==> src/rtl/sar_seq_pkg.sv <==
package sar_seq_pkg;
  typedef enum logic [1:0] {
    PH_IDLE    = 2'd0,
    PH_RUN     = 2'd1,
    PH_HOLDOFF = 2'd2
  } phase_e;
endpackage

==> src/rtl/sar_frame_ctrl.sv <==
module sar_frame_ctrl
  import sar_seq_pkg::*;
#(
  parameter int FRAME_LEN = 16,
  parameter int MIN_DESEL = 2,
  parameter int CYC_W     = 4
) (
  input  logic             clk,
  input  logic             rst_n,
  input  logic             cs_n,
  output logic             run,
  output logic [CYC_W-1:0] cyc,
  output logic             start,
  output logic             step,
  output logic             abort,
  output logic             last
);
  localparam int DESEL_W = $clog2(MIN_DESEL + 1);
  localparam logic [DESEL_W-1:0] DESEL_MAX = DESEL_W'(MIN_DESEL);
  localparam logic [DESEL_W-1:0] DESEL_ONE = DESEL_W'(1);
  localparam logic [CYC_W-1:0]   CYC_LAST  = CYC_W'(FRAME_LEN - 1);

  phase_e             ph_q;
  logic [CYC_W-1:0]   cyc_q;
  logic [DESEL_W-1:0] desel_q;

  assign run   = (ph_q == PH_RUN);
  assign cyc   = cyc_q;
  assign start = (ph_q == PH_IDLE) && !cs_n && (desel_q == DESEL_MAX);
  assign step  = run && !cs_n;
  assign abort = run && cs_n;
  assign last  = step && (cyc_q == CYC_LAST);

  always_ff @(posedge clk or negedge rst_n) begin
    if (!rst_n) begin
      ph_q    <= PH_IDLE;
      cyc_q   <= '0;
      desel_q <= '0;
    end else begin
      unique case (ph_q)
        PH_IDLE: begin
          if (cs_n) begin
            if (desel_q != DESEL_MAX) desel_q <= desel_q + DESEL_ONE;
          end else if (desel_q == DESEL_MAX) begin
            ph_q  <= PH_RUN;
            cyc_q <= '0;
          end else begin
            ph_q    <= PH_HOLDOFF;
            desel_q <= '0;
          end
        end
        PH_RUN: begin
          if (cs_n) begin
            ph_q    <= PH_IDLE;
            desel_q <= DESEL_ONE;
            cyc_q   <= '0;
          end else if (cyc_q == CYC_LAST) begin
            ph_q    <= PH_HOLDOFF;
            desel_q <= '0;
            cyc_q   <= '0;
          end else begin
            cyc_q <= cyc_q + CYC_W'(1);
          end
        end
        default: begin
          if (cs_n) begin
            ph_q    <= PH_IDLE;
            desel_q <= DESEL_ONE;
          end
        end
      endcase
    end
  end

  // a frame only begins after select was seen high on the previous edge
  assert_start_after_high_R2: assert property (@(posedge clk) disable iff (!rst_n)
    start |-> $past(cs_n));

  // early release leaves the frame on the next edge
  assert_abort_stops_R8: assert property (@(posedge clk) disable iff (!rst_n)
    abort |=> !run);

  // select held low after a frame never restarts it
  assert_holdoff_no_restart_R9: assert property (@(posedge clk) disable iff (!rst_n)
    (ph_q == PH_HOLDOFF && !cs_n) |=> !run);
endmodule

==> src/rtl/sar_bit_core.sv <==
module sar_bit_core #(
  parameter int RES_W    = 12,
  parameter int HOLD_LEN = 4,
  parameter int CYC_W    = 4
) (
  input  logic             clk,
  input  logic             rst_n,
  input  logic             run,
  input  logic [CYC_W-1:0] cyc,
  input  logic             start,
  input  logic             step,
  input  logic             cmp_ge,
  output logic             sampling,
  output logic [RES_W-1:0] dac_code,
  output logic [RES_W-1:0] code_next
);
  localparam logic [CYC_W-1:0] HOLD_END = CYC_W'(HOLD_LEN);

  logic [RES_W-1:0] probe;
  logic [RES_W-1:0] sar_q;
  logic [RES_W-1:0] sar_d;

  for (genvar i = 0; i < RES_W; i++) begin : g_probe
    assign probe[i] = run && (cyc == CYC_W'(HOLD_LEN + RES_W - 1 - i));
  end

  assign sampling  = run && (cyc < HOLD_END);
  assign sar_d     = (sar_q & ~probe) | (cmp_ge ? probe : '0);
  assign code_next = sar_d;
  assign dac_code  = run ? (sar_q | probe) : '0;

  always_ff @(posedge clk or negedge rst_n) begin
    if (!rst_n)     sar_q <= '0;
    else if (start) sar_q <= '0;
    else if (step)  sar_q <= sar_d;
  end

  for (genvar i = 1; i < RES_W; i++) begin : g_chk
    // the decided bit follows the comparator on the next trial code
    assert_keep_on_cmp_R4: assert property (@(posedge clk) disable iff (!rst_n)
      (step && probe[i]) |=> (dac_code[i] == $past(cmp_ge)));
  end
endmodule

==> src/rtl/sar_out_ser.sv <==
module sar_out_ser #(
  parameter int RES_W = 12,
  parameter int CYC_W = 4
) (
  input  logic             clk,
  input  logic             rst_n,
  input  logic             start,
  input  logic             step,
  input  logic             abort,
  input  logic             last,
  input  logic [CYC_W-1:0] cyc,
  input  logic             signed_mode,
  input  logic [RES_W-1:0] code_next,
  output logic             sdata,
  output logic             done,
  output logic [RES_W-1:0] result
);
  localparam logic [CYC_W-1:0] SHIFT_END = CYC_W'(RES_W - 1);
  localparam logic [RES_W-1:0] MSB_FLIP  = {1'b1, {(RES_W-1){1'b0}}};

  logic [RES_W-1:0] word_q;
  logic [RES_W-1:0] sh_q;
  logic             sdata_q;
  logic             done_q;

  assign sdata  = sdata_q;
  assign done   = done_q;
  assign result = word_q;

  always_ff @(posedge clk or negedge rst_n) begin
    if (!rst_n) begin
      word_q  <= '0;
      sh_q    <= '0;
      sdata_q <= 1'b0;
      done_q  <= 1'b0;
    end else begin
      done_q <= last;
      if (last) word_q <= signed_mode ? (code_next ^ MSB_FLIP) : code_next;
      if (start) begin
        sdata_q <= word_q[RES_W-1];
        sh_q    <= word_q << 1;
      end else if (abort) begin
        sdata_q <= 1'b0;
      end else if (step && (cyc < SHIFT_END)) begin
        sdata_q <= sh_q[RES_W-1];
        sh_q    <= sh_q << 1;
      end else begin
        sdata_q <= 1'b0;
      end
    end
  end

  // the completion strobe never lasts two cycles
  assert_done_one_cycle_R5: assert property (@(posedge clk) disable iff (!rst_n)
    done_q |=> !done_q);

  // an abandoned frame keeps the stored word and parks the line
  assert_abort_holds_word_R8: assert property (@(posedge clk) disable iff (!rst_n)
    abort |=> ($stable(word_q) && !sdata_q && !done_q));
endmodule

==> src/rtl/sar_conv_sequencer.sv <==
module sar_conv_sequencer #(
  parameter int RES_W     = 12,
  parameter int FRAME_LEN = 16,
  parameter int MIN_DESEL = 2
) (
  input  logic             clk,
  input  logic             rst_n,
  input  logic             cs_n,
  input  logic             signed_mode,
  input  logic             cmp_ge,
  output logic             sample_hold,
  output logic [RES_W-1:0] dac_code,
  output logic             sdata,
  output logic             conv_done,
  output logic [RES_W-1:0] conv_result
);
  localparam int CYC_W    = $clog2(FRAME_LEN);
  localparam int HOLD_LEN = FRAME_LEN - RES_W;

  logic             run, start, step, abort, last;
  logic [CYC_W-1:0] cyc;
  logic [RES_W-1:0] code_next;

  sar_frame_ctrl #(
    .FRAME_LEN(FRAME_LEN), .MIN_DESEL(MIN_DESEL), .CYC_W(CYC_W)
  ) u_ctrl (
    .clk(clk), .rst_n(rst_n), .cs_n(cs_n), .run(run), .cyc(cyc),
    .start(start), .step(step), .abort(abort), .last(last)
  );

  sar_bit_core #(
    .RES_W(RES_W), .HOLD_LEN(HOLD_LEN), .CYC_W(CYC_W)
  ) u_core (
    .clk(clk), .rst_n(rst_n), .run(run), .cyc(cyc), .start(start),
    .step(step), .cmp_ge(cmp_ge), .sampling(sample_hold),
    .dac_code(dac_code), .code_next(code_next)
  );

  sar_out_ser #(
    .RES_W(RES_W), .CYC_W(CYC_W)
  ) u_ser (
    .clk(clk), .rst_n(rst_n), .start(start), .step(step), .abort(abort),
    .last(last), .cyc(cyc), .signed_mode(signed_mode), .code_next(code_next),
    .sdata(sdata), .done(conv_done), .result(conv_result)
  );

  // no trial code is driven while the input is being sampled
  assert_quiet_dac_in_sample_R3: assert property (@(posedge clk) disable iff (!rst_n)
    sample_hold |-> (dac_code == '0));
endmodule

==> config.mk <==
export PLATFORM = sky130hd
export DESIGN_NAME = sar_conv_sequencer
export DESIGN_NICKNAME = d
export VERILOG_FILES = /design/src/rtl/sar_seq_pkg.sv /design/src/rtl/sar_frame_ctrl.sv /design/src/rtl/sar_bit_core.sv /design/src/rtl/sar_out_ser.sv /design/src/rtl/sar_conv_sequencer.sv
export SDC_FILE = /design/constraint.sdc
export NUM_CORES = 1
export LEC_CHECK = 0
export CAP_MARGIN = 25
export CORE_AREA = 10 10 74 76
export CTS_CLUSTER_DIAMETER = 50
export DETAILED_ROUTE_END_ITERATION = 8
export DIE_AREA = 0 0 84 86
export DONT_BUFFER_PORTS = 1
export PLACE_DENSITY = 0.73
export SLEW_MARGIN = 25
export SYNTH_ARGS = -nofsm -noshare
export SYNTH_HDL_FRONTEND = slang
export SYNTH_SLANG_ARGS = --single-unit
==> constraint.sdc <==
create_clock -name clk -period 1.6 [get_ports clk]
set_clock_uncertainty 0.05 [all_clocks]
set_input_delay 0.16 -clock clk [delete_from_list [all_inputs] [get_ports clk]]
set_output_delay 0.16 -clock clk [all_outputs]
set_load 0.01 [all_outputs]
==> results.tsv <==
metric	value	unit
outcome	finished with violations	
failing checks	negative setup slack	
Core Area	0.00397	mm2
Pleak	0.00143	uW
Avg WL per Cell	21.9	um
vias in the first global route	2071	
crit path DAT	1.62	ns
met2 wire length	3.73	mm
Setup WS pre-CTS	-0.0741	ns
post-route cell area	0.00317	mm2
Final ANT Viol Nets	0	
Antenna Cells	0	
Crit Path Max Fanout	9	
final core utilization	79.8	%
clock sink total	45	
Mean Syn Cell Area	9.14	um2
RSZ-0062 raised after global routing	true	
Metal-1 WL	2.81	mm
io pins	32	
ranking of synthesized cells by area	dfrtp_1, o21ai_0, nand2_1	
Synth top area share	51.1	%
Detailed Routing Iterations Pass 1	6	
gr ovfl total	0	
Slew Limit Fails	0	
commonest non-fill, non-tap cell in the layout	dfrtp_1	
CTS buffer count	5	
yosys warns	0	
initial antenna violation count	0	
VDD IR-drop max	1.09	mV
CTS tree	done	
CP required	1.39	ns
relative slew slack	64.6	%
Die Span X	84	um
most area-hungry cell type in the Yosys netlist	dfrtp_1	
DR vias	2267	
ratio of cells with drive above 1 in the final layout	39.6	%
Max Used Layer	met4	
max frequency	0.547	GHz
dpl hpwl	4.09	mm
Synth cell types	36	
GRT Resource Usage Total	17.0	%
H-tree depth	2	
Placed Area	0.00251	mm2
Mapped Area	0.00220	mm2
fin crit period	1.83	ns
total routed wirelength	7.74	mm
# rows	23	
post-synthesis register bit count	45	
detailed router's first-iteration violation count	335	
Max Cap Viol	0	
first-pass GRT wire length	10.1	mm
commonest cells after routing, fill and taps aside	dfrtp_1, nand2_1, buf_4, o21ai_0, buf_6	
Min Hold Slack	0.0269	ns
gp weighted congestion	0.902	
Post-Route Setup TNS	-3.12	ns
input/output buffers	0	
DIE AREA	0.00722	mm2
Area Growth Syn to Fin	43.8	%
Synth Net Count	251	
Setup Crit Path Kind	reg -> out	
clock-pin slew on the worst setup and hold paths	0.08	ns
final cycle utilization of the critical path	114	%
Die Y	86	um
nets@finish	312	
Setup violations, final	33	
CTS root buf	clkbuf_8	
Synth Instances	241	
sequential area share after synthesis	51.1	%
Cell Pwr Density	1000	mW/mm2
Post-route DRC	0	
DR vias/cell	6.42	
initial core utilization	55.5	%
Clk Latency, worst-skew pair	0.32	ns
Hold Crit Class	in -> reg	
CP endpoint kind	output pin	
largest net degree at the start of global routing	46	
routed wl met3	814	um
clk buf depth	2	
final hold vios	0	
Startpoint Class	flip-flop	
slew of the pin with the lowest slew margin	0.530	ns
Final WS setup	-0.229	ns
logic make-up after synthesis:
kind of cell / count (synthesis) / synth area share (%)
AOI/OAI and AO/OA: 74 / 18.5
xor gates and xnor gates: 1 / 0.398
adders and majority gates: 5 / 2.84
buffers and inverters: 19 / 4.37
DFF: 45 / 51.1
muxes: 10 / 4.54
and+or+nand+nor: 87 / 18.3
critical path: stages, from the launching register on:
cell     delay, ns
dfrtp_1       0.47
buf_6         0.18
nor2b_1       0.13
buf_4         0.17
a21oi_2       0.06
nor2_1        0.14
buf_4         0.15
stage by stage:
stage | total power, uW | std cells
after CTS | 2860 | 342
final | 3170 | 353
after global placement | 1830 | 317
after detailed placement | 1850 | 317
after global routing | 3270 | 353
after floorplan | 1600 | 241
state kept, by name, indices dropped and copies added, names as in the netlist:
signal	flops
u_ser.sh_q	11
u_ser.result	12
u_ctrl.desel_q	2
u_ser.done	1
u_core.sar_q	12
u_ser.sdata	1
u_ctrl.cyc	4
u_ctrl.ph_q	2
cells in the mapped netlist, drive strengths merged:
master	count
a21oi	12
a22o	2
a2bb2oi	1
a31oi	5
a32o	1
and2	1
and2b	2
and3	1
buf	10
clkbuf	2
dfrtp	45
ha	5
inv	7
mux2i	10
nand2	47
nand2b	7
nand3	2
nand3b	1
nand4	1
nor2	19
nor2b	2
nor3	1
nor3b	2
o21ai	49
o21ba	1
o21bai	2
o32ai	1
or3	1
xnor2	1
final timing paths:
check,startpoint,slack [ns],end,depth (start not counted)
setup / recovery,u_ctrl.cyc[3],-0.23,dac_code[6],6
hold / removal,cs_n,0.03,u_ctrl.desel_q[1],2
hold reg to reg,u_core.sar_q[2],0.47,u_core.sar_q[2],2
min in group asynchronous,rst_n,0.30,u_core.sar_q[9],2
setup reg to reg,u_ctrl.cyc[3],-0.13,u_core.sar_q[5],7
max in group asynchronous,rst_n,0.99,u_ser.sh_q[9],2
final cells by class:
type | instances | area (um2)
repair buffers | 65 | 632
fillers | 214 | 802
well taps | 50 | 62.6
inverters | 7 | 36.3
clock buffers | 5 | 68.8
flip-flops and latches | 45 | 1130
clock inverters | 3 | 21.3
multi-input cells | 178 | 1220
repair_timing:
action,CTS,global route
setup endpoints to repair,35,49
buffers inserted,14,10
hold buffers,5,0
pin swaps,13,14
resized for setup,29,60
endpoints found under the hold margin,60,0
cloned,0,1
power by group:
part           leakage [uW]  switching (uW)  total (uW)  internal [uW]
logic              0.000761             602        1170            573
clock network     0.0000445             435         745            310
registers          0.000622            60.6        1250           1190
total               0.00143            1100        3170           2080
layer usage:
metal  global-route usage, %  up-vias
met4                    8.52        0
met5                       0        -
met2                    29.1      188
li1                        -      944
met3                    5.77       53
met1                    18.5     1082
Power figures use the tool's default switching activity.
